### src/rtl/clos3_switch.sv
module clos3_switch #(
  parameter int PORTS = 12,
  parameter int N     = 4,
  parameter int W     = 8
) (
  input  logic                          clk,
  input  logic                          rst_n,
  input  logic                          req_valid,
  input  logic                          req_release,
  input  logic [$clog2(PORTS)-1:0]      req_in,
  input  logic [$clog2(PORTS)-1:0]      req_out,
  input  logic [PORTS*W-1:0]            din,
  output logic [PORTS*W-1:0]            dout,
  output logic [PORTS-1:0]              dout_valid,
  output logic                          done,
  output logic                          err
);
  localparam int NODES = PORTS / N;
  localparam int MID   = 2 * N - 1;
  localparam int PW    = $clog2(PORTS);
  localparam int MW    = $clog2(MID);
  localparam int NW    = $clog2(NODES);
  localparam int LW    = $clog2(N);

  logic          p_v, p_rel;
  logic [PW-1:0] p_in, p_out;

  logic [MID-1:0]   isel_v [NODES];
  logic [LW-1:0]    isel   [NODES][MID];
  logic [NODES-1:0] msel_v [MID];
  logic [NW-1:0]    msel   [MID][NODES];
  logic [PORTS-1:0] osel_v;
  logic [MW-1:0]    osel   [PORTS];
  logic [PORTS-1:0] in_conn;
  logic [PW-1:0]    in_dst [PORTS];

  logic [NW-1:0] src_n, dst_n, rel_dn;
  logic [LW-1:0] src_l;
  logic [PW-1:0] rel_dst;
  logic [MW-1:0] rel_m, pick;
  logic          found, ok;

  assign src_n   = NW'(p_in / PW'(N));
  assign dst_n   = NW'(p_out / PW'(N));
  assign src_l   = LW'(p_in % PW'(N));
  assign rel_dst = in_dst[p_in];
  assign rel_dn  = NW'(rel_dst / PW'(N));
  assign rel_m   = osel[rel_dst];

  always_comb begin
    pick  = '0;
    found = 1'b0;
    for (int m = MID - 1; m >= 0; m--) begin
      if (!isel_v[src_n][m] && !msel_v[m][dst_n]) begin
        pick  = MW'(m);
        found = 1'b1;
      end
    end
  end

  always_comb begin
    if (p_rel)
      ok = (32'(p_in) < PORTS) && in_conn[p_in];
    else
      ok = (32'(p_in) < PORTS) && (32'(p_out) < PORTS) &&
           !in_conn[p_in] && !osel_v[p_out] && found;
  end

  always_ff @(posedge clk or negedge rst_n) begin
    if (!rst_n) begin
      p_v     <= 1'b0;
      p_rel   <= 1'b0;
      p_in    <= '0;
      p_out   <= '0;
      done    <= 1'b0;
      err     <= 1'b0;
      osel_v  <= '0;
      in_conn <= '0;
      for (int i = 0; i < NODES; i++) isel_v[i] <= '0;
      for (int m = 0; m < MID; m++)   msel_v[m] <= '0;
    end else begin
      p_v   <= req_valid;
      p_rel <= req_release;
      p_in  <= req_in;
      p_out <= req_out;
      done  <= p_v && ok;
      err   <= p_v && !ok;
      if (p_v && ok) begin
        if (!p_rel) begin
          isel_v[src_n][pick] <= 1'b1;
          msel_v[pick][dst_n] <= 1'b1;
          osel_v[p_out]       <= 1'b1;
          in_conn[p_in]       <= 1'b1;
        end else begin
          isel_v[src_n][rel_m]  <= 1'b0;
          msel_v[rel_m][rel_dn] <= 1'b0;
          osel_v[rel_dst]       <= 1'b0;
          in_conn[p_in]         <= 1'b0;
        end
      end
    end
  end

  always_ff @(posedge clk) begin
    if (p_v && ok && !p_rel) begin
      isel[src_n][pick] <= src_l;
      msel[pick][dst_n] <= src_n;
      osel[p_out]       <= pick;
      in_dst[p_in]      <= p_out;
    end
  end

  logic [W-1:0] link [NODES][MID];
  logic [W-1:0] mout [MID][NODES];

  always_comb begin
    for (int i = 0; i < NODES; i++)
      for (int m = 0; m < MID; m++)
        link[i][m] = din[(i * N + int'(isel[i][m])) * W +: W];
    for (int m = 0; m < MID; m++)
      for (int k = 0; k < NODES; k++)
        mout[m][k] = msel_v[m][k] ? link[msel[m][k]][m] : '0;
    for (int o = 0; o < PORTS; o++)
      dout[o * W +: W] = osel_v[o] ? mout[osel[o]][o / N] : '0;
  end

  assign dout_valid = osel_v;
endmodule


### config.mk
export PLATFORM = sky130hd
export DESIGN_NAME = clos3_switch
export DESIGN_NICKNAME = d
export VERILOG_FILES = /design/src/rtl/clos3_switch.sv
export SDC_FILE = /design/constraint.sdc
export NUM_CORES = 1
export LEC_CHECK = 0
export BUFFER_PORTS_ARGS = -buffer_cell sky130_fd_sc_hd__buf_2
export CELL_PAD_IN_SITES_DETAIL_PLACEMENT = 1
export CELL_PAD_IN_SITES_GLOBAL_PLACEMENT = 1
export CORE_ASPECT_RATIO = 1.5
export CORE_MARGIN = 1.5
export CORE_UTILIZATION = 49
export CTS_BUF_LIST = sky130_fd_sc_hd__clkbuf_16
export CTS_CLUSTER_SIZE = 25
export DETAILED_ROUTE_END_ITERATION = 6
export PLACE_DENSITY = 0.85
export REMOVE_ABC_BUFFERS = 1
export SYNTH_ARGS = -nofsm -noshare
export SYNTH_HDL_FRONTEND = slang
export SYNTH_SLANG_ARGS = --single-unit
### constraint.sdc
create_clock -name clk -period 4.4 [get_ports clk]
set_input_delay 0.22 -clock clk [delete_from_list [all_inputs] [get_ports clk]]
set_output_delay 0.22 -clock clk [all_outputs]
set_load 0.01 [all_outputs]
After elaboration in Yosys (flattened, before gate mapping)
Memory sizes are Yosys's and may differ from the RTL's. Index checks and enable logic that the tools add are counted.

Bits in registers: 78. RAM bits: 168. Input bits: 108. Output and inout bits: 110. Logic and storage cells: 409. Memories: 4.

Memory list: in_dst (words 12, width 4, read ports 1, clocked after memory_dff 0, write ports 1, RTL line 35) `logic [PW-1:0] in_dst [PORTS];`; isel (words 3, width 14, read ports 3, clocked after memory_dff 0, write ports 1, RTL line 29) `logic [LW-1:0] isel [NODES][MID];`; msel (words 7, width 6, read ports 7, clocked after memory_dff 0, write ports 1, RTL line 31) `logic [NW-1:0] msel [MID][NODES];`; osel (words 12, width 3, read ports 13, clocked after memory_dff 0, write ports 1, RTL line 33) `logic [MW-1:0] osel [PORTS];`.

Add/sub/neg operators: 14. Magnitude comparators: 57. Shifts and indexed selects: 21. Muxes and demuxes: 202. Bitwise gates (word level): 49. Reduce and logical (&&, ||, !) cells: 44.

Operators with widths (count): binary-select mux 56 bit (select 2 bit) (21); binary-select mux 24 bit (select 3 bit) (12); variable part select 96 x 6 -> 8 bit (7); variable part select 96 x 8 -> 8 bit (7); variable part select 96 x 9 -> 8 bit (7); 2-to-1 mux 8 bit (47); 2-to-1 mux 24 bit (14); 2-to-1 mux 56 bit (6); 2-to-1 mux 48 bit (6); 2-to-1 mux 40 bit (6); 2-to-1 mux 16 bit (14); 2-to-1 mux 32 bit (6); greater-or-equal comparator 3 bit (second input constant) (23); inverter 2 -> 3 bit (23); greater-or-equal comparator 4 bit (second input constant) (14); inverter 3 -> 4 bit (14); bitwise AND 21 bit (2); 2-to-1 mux 21 bit (2); inverter 21 bit (2); bitwise OR 21 bit (2); adder 4 x 2 -> 5 bit (first input constant) (7); adder 3 x 2 -> 4 bit (first input constant) (7); demux 7 bit (select 2 bit) (2); 2-to-1 mux 7 bit (4); 29 further kinds (132).

Longest topological paths before layout
Depth after elaboration: 21. Depth in mapped cells: 14. Gate-level depth less buffers: 9.

Least setup slack after synthesis
OpenSTA, ideal clock, no wires.

Path kind: flip-flop to flip-flop. Start: register p_in[0]. End: memory osel[0][0] (netlist name), enable pin. Setup time: 0.358 ns. Arrival time: 2.867 ns. Required time: 4.042 ns. Slack: 1.176 ns. Stages on the path, launching flop included: 10. Path buffers: 1. Clock period less this slack: 3.224 ns. Cells stage by stage: dfrtp_1 -> buf_6 -> mux4_2 -> mux2i_1 -> o21ai_1 -> or2_1 -> o31ai_2 -> nand2_1 -> or4_1 -> nor3_1.

Longest elaborated chain between the ends: 11. Elaborated cells on any way between the ends: 14. Classes of those cells: 1 x order compare; 5 x mux; 8 x reduce/logical.

RTL lines: start: declaration (RTL line 26) `logic [PW-1:0] p_in, p_out;`; start signal: assignment (RTL line 84) `p_in <= req_in;`; binary-select mux 1 bit (select 4 bit) (RTL line 63, 66); 2-to-1 mux 1 bit (implied by the code) (RTL line 63, 66); logical NOT 1 bit (RTL line 66) `!in_conn[p_in] && !osel_v[p_out] && found;`; logical AND 1 bit (RTL line 65) `ok = (32'(p_in) < PORTS) && (32'(p_out) < PORTS) &&`; logical AND 1 bit (2 in a row) (RTL line 66); 2-to-1 mux 1 bit (*) (RTL line 62) `if (p_rel)`; logical AND 1 bit (*) (2 in a row) (RTL line 105) `if (p_v && ok && !p_rel) begin`; 2-to-1 mux 1 bit (*) (RTL line 105); 2-to-1 mux 1 bit (implied by the code) (*) (RTL line 108) `osel[p_out] <= pick;`; end: declaration (RTL line 33).

Every way passes the cells marked *; elsewhere a longest branch is shown, timed or not. The select of a mux whose other input is x is not followed.

Final worst setup path
Start: register p_in[0]. End: register isel_v[11] (netlist name).

Longest elaborated chain between the ends: 11. Elaborated cells on any way between the ends: 23. Classes of those cells: 3 x order compare; 8 x mux; 2 x bitwise; 8 x reduce/logical; 2 x memory.

RTL lines: memory (12 x 4 bit); memory (12 x 3 bit); less-than comparator 3 x 4 -> 1 bit (implied by the code) or greater-or-equal comparator 3 x 1 -> 1 bit (tied branches) (RTL line 95) `isel_v[src_n][rel_m] <= 1'b0;`; logical AND 1 bit (implied by the code) (RTL line 95); 2-to-1 mux 1 bit (implied by the code) (RTL line 95); demux 1 bit (select 3 bit) (RTL line 95); 2-to-1 mux 7 bit (implied by the code) (RTL line 95); demux 7 bit (select 2 bit) (RTL line 95); inverter 21 bit (no line); bitwise AND 21 bit (no line); 2-to-1 mux 21 bit (RTL line 89) `if (!p_rel) begin`; end signal: indexed assignment (RTL line 90) `isel_v[src_n][pick] <= 1'b1;`; end signal: indexed assignment (RTL line 95); end: declaration (RTL line 28) `logic [MID-1:0] isel_v [NODES];`.

Parallel ways exist; a longest one is shown, timed or not. The select of a mux whose other input is x is not followed. A chain may end at the register's enable or synchronous reset.

==> flow_metrics.tcl <==
set metrics [dict create \
    drt-total-wl_um 134000 \
    post_synth_fa_ha_maj_area_fraction_pct 0 \
    gp_congestion 1.11 \
    synthTopCellsByCount "321 x nand2_1, 244 x mux2i_1, 241 x mux4_2" \
    cp_max_fo 19 \
    synthesis.area_sq_um 24300 \
    core-area_sq_um 48800 \
    setup_violations 0 \
    rr_worst_depth 9 \
    ir_drop_mv 0.482 \
    cpPeakStageDelay_ps 930 \
    critPathArrivalTime_ps 4750 \
    hold_path_class "input pin to async pin" \
    worst_clock_skew_ps 40.5 \
    path_clk_slew_ps 90 \
    yosys_warnings 0 \
    ant_nets 0 \
    drc_errors 0 \
    clock_latency_ps 540 \
    fin_nets 2622 \
    synthTopCellsByArea "mux4_2 22%, edfxtp_1 22%, mux2i_1 10%" \
    grt_max_degree 42 \
    grt_pass1_wl_um 190000 \
    cp_num_buf_inv 0 \
    synth_cells 2386 \
    final_hold_viol_count 0 \
    drt_iter0_drc 3607 \
    cts_made_buffers 17 \
    root_buffer "clkbuf_16" \
    synth_compound_area_share_pct 13.6 \
    tightest_slew_ps 1220 \
    timing.final.crit_share_pct 99.4 \
    yosysUniqueCellTypes 62 \
    final_max_slew_viol_count 0 \
    yosysMostFrequentCell "nand2_1" \
    p_leak_nw 9.59 \
    slew_headroom_pct 18.8 \
    crit_family "compound AO/OA/AOI/OAI gates" \
    vias 24500 \
    die_h_um 276 \
    io_pins 218 \
    synth_xor_area_share_pct 0 \
    vias_per_cell 7.70 \
    cts_sinks 258 \
    syn_avg_cell_area_sq_um 10.2 \
    fmax_mhz 229 \
    path_class "flop to flop" \
    dieWidth_um 185 \
    dr.pass1.iters 7 \
    synth_edf_count 180 \
    cts_tree "built" \
    rsz0062_at_grt "no" \
    io_buffers 217 \
    cp_common_cell "mux2i_1" \
    synth_top_family_by_area "multiplexers" \
    crit_path_end_kind "flop" \
    synthMuxAreaShare_pct 38.7 \
    fin_setup_tns_ps 0 \
    dp_slack_ps 321 \
    crit_chain "mux4_2 > mux2i_1 > o21ai_2 > mux2i_1 > a21oi_1 > a22o_1 > a311oi_2 > nand2b_1 > o22a_1" \
    synth_seq_area_share_pct 30.2 \
    synthToLayoutAreaGrowth_pct 10.9 \
    synth_top_cell_area_share_pct 22.3 \
    critical_path.startpoint_type "flop" \
    overflow 0 \
    final_layout_size_suffix_gt1_share_pct 30.7 \
    routedWlPerCell_um 42.0 \
    die_area_sq_um 51100 \
    cp_slowest_cell "o21ai_2" \
    whs_ps 228 \
    num-fill-cells 5369 \
    yosys.area.top_type "mux4_2" \
    period_needed_ps 4370 \
    power_density_nw_per_um2 279 \
    dp_hpwl_um 101000 \
    antenna_found_initial 11 \
    maxCapViolations 0 \
    synth_simple_gate_area_share_pct 13.3 \
    synthArstFlopShare_pct 30.2 \
    synth-seq-cells 258 \
    crit_required_ps 4770 \
    initial_utilization_pct 49.9 \
    rows 99 \
    setup_ws_ps 25.1 \
    clockBufferDepth 3 \
    cp_num_cells 9 \
    track_usage_pct 52.9 \
    grt_pass1_vias 25200 \
    status "finished clean" \
    synth_ff_type "edfxtp_1" \
    cts-htree-levels 1 \
]
==> state kept, by name, indices dropped and copies added (netlist names), 12 cells and up, named ones only <==
name	count
dout_valid	12
in_dst	48
isel	42
isel_v	21
msel	42
msel_v	21
osel	48
==> final timing paths <==
kind / from / endpoint / slack [ps]
min in group clk: req_out[0] / p_out[0] / 350
max in group asynchronous: rst_n / isel_v[0] / 3100
setup / recovery: p_in[0] / isel_v[11] / 30
setup reg to reg: p_in[0] / isel_v[11] / 30
hold reg to reg: flop / flop / 550
hold / removal: rst_n / p_out[1] / 230
==> area by class of cell <==
cell class,instances,area (sq um),area share (%)
Clock inverter,13,134,0.496
Multi-Input combinational cell,1881,16100,59.5
Antenna cell,5,12.5,0.0463
Clock buffer,17,425,1.58
Sequential cell,258,7360,27.3
Inverter,13,48.8,0.181
Tap cell,656,821,3.04
Timing Repair Buffer,343,2140,7.91
==> where the power goes <==
| group | leakage [nW] | total, mW | switching [mW] | internal (mW) |
|---|---|---|---|---|
| registers | 2.62 | 3.26 | 0.411 | 2.85 |
| clock network | 0.268 | 1.72 | 0.871 | 0.844 |
| logic | 6.70 | 2.55 | 1.62 | 0.934 |
==> worst reg2reg max path, stage by stage, from the launching register on <==
cell and delay, ps:
dfrtp_2 580, mux4_2 410, mux2i_1 90, o21ai_2 930, mux2i_1 360, a21oi_1 160, a22o_1 270, a311oi_2 560
nand2b_1 510, o22a_1 360
==> cell usage in the layout, fill, tap and decap left out, types with 8 or more instances in the layout <==
| cell type | n |
|---|---|
| a21oi_1 | 97 |
| a2bb2oi_1 | 26 |
| a31oi_1 | 10 |
| and2_1 | 26 |
| buf_2 | 216 |
| buf_4 | 110 |
| clkbuf_16 | 17 |
| conb_1 | 12 |
| dfrtp_1 | 76 |
| dlygate4sd3_1 | 11 |
| edfxtp_1 | 180 |
| inv_1 | 14 |
| mux2_2 | 135 |
| mux2i_1 | 244 |
| mux4_2 | 241 |
| nand2_1 | 321 |
| nand2b_1 | 36 |
| nand3b_1 | 8 |
| nor2_1 | 177 |
| nor2_2 | 8 |
| nor2b_1 | 100 |
| nor3_1 | 10 |
| o21ai_0 | 145 |
| o21ai_1 | 8 |
| o22a_1 | 19 |
| o22ai_1 | 177 |
| o22ai_2 | 9 |
| o31ai_1 | 10 |
==> kinds of logic after synthesis <==
kind of cell,Yosys count
simple gates,713
mux,621
compound gates,535
flops,258
buf+inv,258
other cells,1
==> layer usage <==
metal | wire length [um] | up-vias | global-route usage (%)
met5 | 57 | - | 0.488
met4 | 17300 | 10 | 52.7
met3 | 15000 | 783 | 16.4
met2 | 60000 | 2165 | 80.9
met1 | 41400 | 12200 | 56.4
li1 | - | 9393 | -
==> repair_timing <==
action,CTS,global route
hold endpoints to repair,49,0
hold buffers,11,0
buffers inserted,0,21
endpoints found under the setup margin,0,43
resized for setup,0,17
==> stage by stage <==
step | utilization, % | area [sq um] | total power, mW | cells
2_1_floorplan | - | 23400 | 4.38 | 2152
6_report | 55.3 | 27000 | 7.53 | 3186
5_1_grt | 55.3 | 27000 | 7.58 | 3181
3_5_place_dp | 53.3 | 26000 | 5.56 | 3119
3_3_place_gp | 53.3 | 26000 | 5.45 | 3119
4_1_cts | 54.7 | 26700 | 7.26 | 3160
Power figures use the tool's default switching activity.
